**config.mk**
```make
export PLATFORM = sky130hd
export DESIGN_NAME = eac_carry_counter
export DESIGN_NICKNAME = d
export VERILOG_FILES = /design/src/rtl/eac_pkg.sv /design/src/rtl/eac_ctrl.sv /design/src/rtl/eac_accum.sv /design/src/rtl/eac_fold.sv /design/src/rtl/eac_carry_counter.sv
export SDC_FILE = /design/constraint.sdc
export NUM_CORES = 1
export LEC_CHECK = 0
export CORE_ASPECT_RATIO = 0.5
export CORE_UTILIZATION = 55
export CTS_BUF_LIST = sky130_fd_sc_hd__clkbuf_8 sky130_fd_sc_hd__clkbuf_16
export DETAILED_ROUTE_END_ITERATION = 8
export PLACE_DENSITY = 0.82
export RECOVER_POWER = 100
export SLEW_MARGIN = 10
export SYNTH_ARGS = -nofsm -noshare
export SYNTH_HDL_FRONTEND = slang
export SYNTH_HIERARCHICAL = 1
export SYNTH_SLANG_ARGS = --single-unit
```
**constraint.sdc**
```tcl
create_clock -name clk -period 3.65 [get_ports clk]
set_input_delay 0.5475 -clock clk [delete_from_list [all_inputs] [get_ports clk]]
set_output_delay 0.5475 -clock clk [all_outputs]
set_load 0.03 [all_outputs]
```
**src/rtl/eac_pkg.sv**
```systemverilog
package eac_pkg;

    typedef enum logic [1:0] {
        ST_IDLE  = 2'd0,
        ST_ACCUM = 2'd1,
        ST_FOLD  = 2'd2
    } eac_state_e;

    // Width of a register able to hold n_max words of w bits each at full scale.
    function automatic int total_width(input int w, input int n_max);
        return w + $clog2(n_max);
    endfunction

endpackage

```
**src/rtl/eac_ctrl.sv**
```systemverilog
module eac_ctrl
    import eac_pkg::*;
(
    input  logic       clk,
    input  logic       rst,
    input  logic       start,
    input  logic       in_valid,
    input  logic       in_last,
    input  logic       fold_zero,
    output eac_state_e state,
    output logic       clear,
    output logic       accept,
    output logic       load,
    output logic       fold_en,
    output logic       done
);

    eac_state_e state_q, state_d;
    logic       done_q;

    always_comb begin
        state_d = state_q;
        clear   = 1'b0;
        accept  = 1'b0;
        load    = 1'b0;
        fold_en = 1'b0;
        unique case (state_q)
            ST_IDLE: begin
                if (start) begin
                    clear   = 1'b1;
                    state_d = ST_ACCUM;
                end
            end
            ST_ACCUM: begin
                accept = in_valid;
                if (in_valid && in_last) begin
                    load    = 1'b1;
                    state_d = ST_FOLD;
                end
            end
            ST_FOLD: begin
                fold_en = 1'b1;
                if (fold_zero) state_d = ST_IDLE;
            end
            default: state_d = ST_IDLE;
        endcase
    end

    always_ff @(posedge clk) begin
        if (rst) begin
            state_q <= ST_IDLE;
            done_q  <= 1'b0;
        end else begin
            state_q <= state_d;
            done_q  <= (state_q == ST_FOLD) && fold_zero;
        end
    end

    assign state = state_q;
    assign done  = done_q;

    AST_DONE_SINGLE: assert property (@(posedge clk) disable iff (rst)
        done |=> !done);

    AST_DONE_IDLE: assert property (@(posedge clk) disable iff (rst)
        done |-> (state_q == ST_IDLE));

endmodule

```
**src/rtl/eac_accum.sv**
```systemverilog
module eac_accum #(
    parameter int W  = 8,
    parameter int SW = 14
) (
    input  logic          clk,
    input  logic          rst,
    input  logic          clear,
    input  logic          accept,
    input  logic [W-1:0]  in_data,
    output logic [SW-1:0] total,
    output logic [SW-1:0] total_next
);

    logic [SW-1:0] total_q;

    // The two's-complement pattern read as unsigned equals x + 2^W for x < 0.
    assign total_next = total_q + SW'(in_data);

    always_ff @(posedge clk) begin
        if (rst || clear) begin
            total_q <= '0;
        end else if (accept) begin
            total_q <= total_next;
        end
    end

    assign total = total_q;

    AST_TOTAL_HOLD: assert property (@(posedge clk) disable iff (rst)
        (!accept && !clear) |=> $stable(total_q));

endmodule

```
**src/rtl/eac_fold.sv**
```systemverilog
module eac_fold #(
    parameter int W  = 8,
    parameter int SW = 14
) (
    input  logic          clk,
    input  logic          rst,
    input  logic          clear,
    input  logic          load,
    input  logic          fold_en,
    input  logic [SW-1:0] load_value,
    output logic [SW-1:0] carry,
    output logic [W-1:0]  residue,
    output logic [SW-1:0] count,
    output logic          fold_zero
);

    localparam int TW = SW + 1;
    localparam int CW = TW - W;

    logic [SW-1:0] carry_q;
    logic [W-1:0]  res_q;
    logic [SW-1:0] count_q;
    logic [TW-1:0] step_sum;
    logic [CW-1:0] step_carry;
    logic [W-1:0]  step_res;

    assign step_sum   = TW'(carry_q) + TW'(res_q);
    assign step_carry = step_sum[TW-1:W];
    assign step_res   = step_sum[W-1:0];
    assign fold_zero  = (step_carry == '0);

    always_ff @(posedge clk) begin
        if (rst || clear) begin
            carry_q <= '0;
            res_q   <= '0;
            count_q <= '0;
        end else if (load) begin
            carry_q <= load_value;
            res_q   <= '0;
            count_q <= '0;
        end else if (fold_en) begin
            carry_q <= SW'(step_carry);
            res_q   <= step_res;
            count_q <= count_q + SW'(step_carry);
        end
    end

    assign carry   = carry_q;
    assign residue = res_q;
    assign count   = count_q;

    AST_CARRY_NONINC: assert property (@(posedge clk) disable iff (rst)
        (fold_en && !clear && !load) |=> (carry_q <= $past(carry_q)));

    AST_COUNT_NONDEC: assert property (@(posedge clk) disable iff (rst)
        (fold_en && !clear && !load) |=> (count_q >= $past(count_q)));

    AST_LOAD_INIT: assert property (@(posedge clk) disable iff (rst)
        (load && !clear) |=> (res_q == '0 && count_q == '0));

endmodule

```
**src/rtl/eac_carry_counter.sv**
```systemverilog
module eac_carry_counter
    import eac_pkg::*;
#(
    parameter int W     = 8,
    parameter int MAX_N = 64,
    localparam int SW   = total_width(W, MAX_N)
) (
    input  logic          clk,
    input  logic          rst,
    input  logic          start,
    input  logic          in_valid,
    input  logic          in_last,
    input  logic [W-1:0]  in_data,
    output logic          busy,
    output logic          done,
    output logic [SW-1:0] carry_count,
    output logic [W-1:0]  residue
);

    localparam int XW = SW + W + 1;

    eac_state_e    state;
    logic          clear, accept, load, fold_en, fold_zero;
    logic [SW-1:0] total, total_next, carry;

    eac_ctrl u_ctrl (
        .clk       (clk),
        .rst       (rst),
        .start     (start),
        .in_valid  (in_valid),
        .in_last   (in_last),
        .fold_zero (fold_zero),
        .state     (state),
        .clear     (clear),
        .accept    (accept),
        .load      (load),
        .fold_en   (fold_en),
        .done      (done)
    );

    eac_accum #(.W(W), .SW(SW)) u_accum (
        .clk        (clk),
        .rst        (rst),
        .clear      (clear),
        .accept     (accept),
        .in_data    (in_data),
        .total      (total),
        .total_next (total_next)
    );

    eac_fold #(.W(W), .SW(SW)) u_fold (
        .clk        (clk),
        .rst        (rst),
        .clear      (clear),
        .load       (load),
        .fold_en    (fold_en),
        .load_value (total_next),
        .carry      (carry),
        .residue    (residue),
        .count      (carry_count),
        .fold_zero  (fold_zero)
    );

    assign busy = (state != ST_IDLE);

    // Each fold trades one unit of carry for 2^W - 1 taken out of the low part,
    // so carry + residue + count * (2^W - 1) stays equal to the total.
    logic [XW-1:0] conserved;
    assign conserved = XW'(carry) + XW'(residue)
                     + XW'(carry_count) * ((XW'(1) << W) - XW'(1));

    AST_SUM_CONSERVED: assert property (@(posedge clk) disable iff (rst)
        (state == ST_FOLD) |-> (conserved == XW'(total)));

    AST_DONE_NO_CARRY: assert property (@(posedge clk) disable iff (rst)
        done |-> (carry == '0));

    AST_RESULT_HOLD: assert property (@(posedge clk) disable iff (rst)
        (!busy && !start) |=> ($stable(carry_count) && $stable(residue)));

endmodule

```
==> run metrics <==
Max Slew Vio Count=0; crit-path leading delay family=compound AO/OA/AOI/OAI gates; die height=around 59 um; Inserted Clock Buffers=5; most frequent cells in the layout=53 x dfxtp_1, 42 x nor2_1, 28 x dlygate4sd3_1; Buf/Inv on CP=1; Clk pin slew, worst setup/hold paths=70 ps; Post-Synth Adder-Cell Area=0.0981; drt total wl=7970 um; power share of the sequential group=0.499; core area=6160 um^2; Final WS setup=159 ps; FF-to-FF End=u_fold/count[6]$_SDFFE_PP0P_; FF+latch area=1060 um^2; port buffer count=36; Worst EP arrival=3650 ps; H-tree Lvls=2; Final Hold Viols=0; dominant synthesized flop cell=dfxtp_1; worst reg2reg path depth=15; gr ovfl total=0; share of cells above drive strength 1=0.0557; Syn Nets=between 400 and 500; Psw=0.300 mW; row count=20; FF+latch count, synth=53; class of the most critical setup path=register to register; first-pass GRT wire length=~13,000 um; post-synth top area share=0.299; reg-to-reg critical path startpoint=u_fold/residue[0]$_SDFFE_PP0P_; Crit-path slowest cell=fa_1; xor and xnor fraction of the mapped netlist area=0.0692; Hold Crit Start=u_fold/count[13]$_SDFFE_PP0P_; DR pass1 iterations=5; area of the multi-input gates=about 2400 um^2; nets=487; most common cell after layout, fill and taps aside=dfxtp_1; DR WL/cell=14.8 um; hold_buf cts=0; CP endpoint kind=register; max incr delay on CP=between 300 and 400 ps; Setup Viol. Count Final=0; Area Growth Syn to Fin=16.4%; Critical Path RT=3810 ps; Syn Area/Cell=8.44 um^2; Mapped Area=3550 um^2; Routed Antenna Nets=0; Yosys top cell by area=dfxtp_1; fin crit share=0.956; share of the yosys chip area belonging to registers=0.299; Max Root-Sink Buffers=2; MaxCap Viol Count=0; Worst Path Max Fanout=6; CTS tree=built; worst relative slew slack=0.436; hold slack=~470 ps; dpl cell area=3980 um^2; total number of vias=3,101; Ant. Diodes=0; highest clock rate=approximately 290 MHz; largest family of logic cells by synthesized area=simple AND/OR/NAND/NOR gates; # IOs=37; Detail Placement HPWL=5770 um; Tmin final=3490 ps; worst slew pin tran=approximately 850 ps; flop2flop setup slack=160 ps; Die Wd=116 um; peak supply drop=approximately 0.18 mV; root buffer cell=clkbuf_16; clock share of power=0.398; Hold Crit Endpoint=u_fold/count[13]$_SDFFE_PP0P_; Power Density=between 200 and 300 nW/um^2; pin count of the biggest net entering global routing=33; status=complete, no violations; worst-path cell chain=ha_1, fa_2, a21o_1, a221oi_4, o21ai_4, xor2_2, ha_2, inv_1, fa_1, nor2b_1, o21a_1, o21ai_2, a21boi_2, mux2i_1, o311ai_0; worst hold path class=register to register; Fill cells=521; antenna violations before repair=0; synthesized-area fraction occupied by and/or/nand/nor cells=0.257; # DRC=0; LEAKAGE=~1.7 nW; GRT Total Usage=0.246; Num Clock Sinks=53; sw frac=0.253; clk_lat worst skew=300 ps; Comb power frac=0.103; Worst setup SP type=register; GP Congestion=0.921; final instance area=4130 um^2; Ys Warns=6; Post-CTS Setup Bufs=0; post-synthesis async set-or-reset flop share=0; die footprint=approximately 6800 um^2; Netlist cell types=just over 60; Iter 0 DRT Violations=between 150 and 200; Post-Synthesis Cells=420; post-synthesis compound-gate area fraction=0.175; via/cell ratio=approximately 5.8; Area contributors post-synth=dfxtp_1 30%, ha_1 8.1%, mux2i_1 5.6%; Place WS=38.7 ps; Clock Skew=5.03 ps; initial cell density of the core=0.576; Post-synth EDFFs=0; post-synthesis mux area share=0.0628; Cell Int Power=0.883 mW; vias in the first global route=2,669; Hold Path Depth=2
## power groups by stage
stage          sequential (mW)  clock, mW  combinational (mW)
2_1_floorplan            0.602          0              0.0837
3_3_place_gp             0.603          0               0.123
3_5_place_dp             0.603          0               0.125
4_1_cts                  0.590      0.481               0.126
5_1_grt                  0.591      0.501               0.133
6_report                 0.590      0.471               0.121
## flip-flops by register name, indices dropped and copies added (netlist names)
register,count
u_fold/residue,8
u_ctrl/state,2
u_fold/count,14
u_ctrl/done,1
u_accum/total,14
u_fold/carry,14
## area by class of cell
| type | count | area share |
|---|---|---|
| multi-input combinational | 332 | 0.573 |
| tap | 88 | 0.0267 |
| inverter | 16 | 0.0146 |
| clock buffer | 5 | 0.0303 |
| timing repair buffer | 40 | 0.0937 |
| sequential | 53 | 0.257 |
| clock inverter | 3 | 0.00455 |
## worst min-delay path, cell delays in order (launching register included)
cell,delay (ps)
dfxtp_1,310
o31ai_1,60
a21oi_1,50
## cells by family after synthesis
kind of cell | Yosys count
fa+ha+maj | 26
buf+inv | 35
flops | 53
compound gates | 90
simple gates | 166
mux | 22
xor+xnor | 28
## repair_timing
action                     4_1_cts  5_1_grt
setup endpoints to repair        1        5
gates resized for setup          1        8
pin swaps                        0        2
cloned                           0        0
## Yosys cell counts, types with 3 or more instances
cell type	instances
nor3_1	7
nand2b_1	8
a211o_1	5
ha_1	23
nand2_1	26
inv_1	16
fa_1	3
nand4_1	5
and3_1	12
a21o_1	7
nand3_1	15
buf_1	3
o21ai_1	3
a211oi_1	7
o21ai_0	16
nand3b_1	5
buf_2	3
nor4_1	3
o21a_1	3
clkbuf_1	13
mux2i_1	20
nor4b_1	6
nor3b_1	10
nor2_1	42
nor2b_1	4
or3_1	7
a31oi_1	5
xnor2_1	19
dfxtp_1	53
xor2_1	9
a21oi_1	25
## worst max path at each step
stage / startpoint / end / slack (ps) / depth (start not counted)
detailed placement: u_fold/residue[0]$_SDFFE_PP0P_ / u_fold/count[6]$_SDFFE_PP0P_ / 40 / 15
floorplan: u_fold/residue[0]$_SDFFE_PP0P_ / u_fold/count[6]$_SDFFE_PP0P_ / 200 / 15
global route: u_fold/residue[0]$_SDFFE_PP0P_ / u_fold/count[6]$_SDFFE_PP0P_ / -10 / 15
CTS: u_fold/residue[0]$_SDFFE_PP0P_ / u_fold/count[6]$_SDFFE_PP0P_ / 40 / 15
finish: u_fold/residue[0]$_SDFFE_PP0P_ / u_fold/count[6]$_SDFFE_PP0P_ / 160 / 15
global placement: u_fold/residue[0]$_SDFFE_PP0P_ / u_fold/count[6]$_SDFFE_PP0P_ / 200 / 15
## stage by stage
stage | util | power [mW] | setup TNS [ps] | cells
after floorplan | - | 0.686 | 0 | 420
after global placement | 0.646 | 0.726 | 0 | 529
after detailed placement | 0.646 | 0.728 | 0 | 529
after CTS | 0.670 | 1.20 | 0 | 537
after global routing | 0.670 | 1.23 | -24.6 | 537
final | 0.670 | 1.18 | 0 | 537
## per-layer routing
layer | track usage | vias up | part of all wire | wire, um
met5 | 0 | - | 0 | 0
met4 | 0.0779 | 0 | 0.014 | 114
met3 | 0.0536 | 14 | 0.046 | 363
met2 | 0.374 | 78 | 0.43 | 3420
met1 | 0.350 | 1430 | 0.51 | 4080
li1 | - | 1579 | - | -
Note: power is estimated with default switching activity, not from simulation.
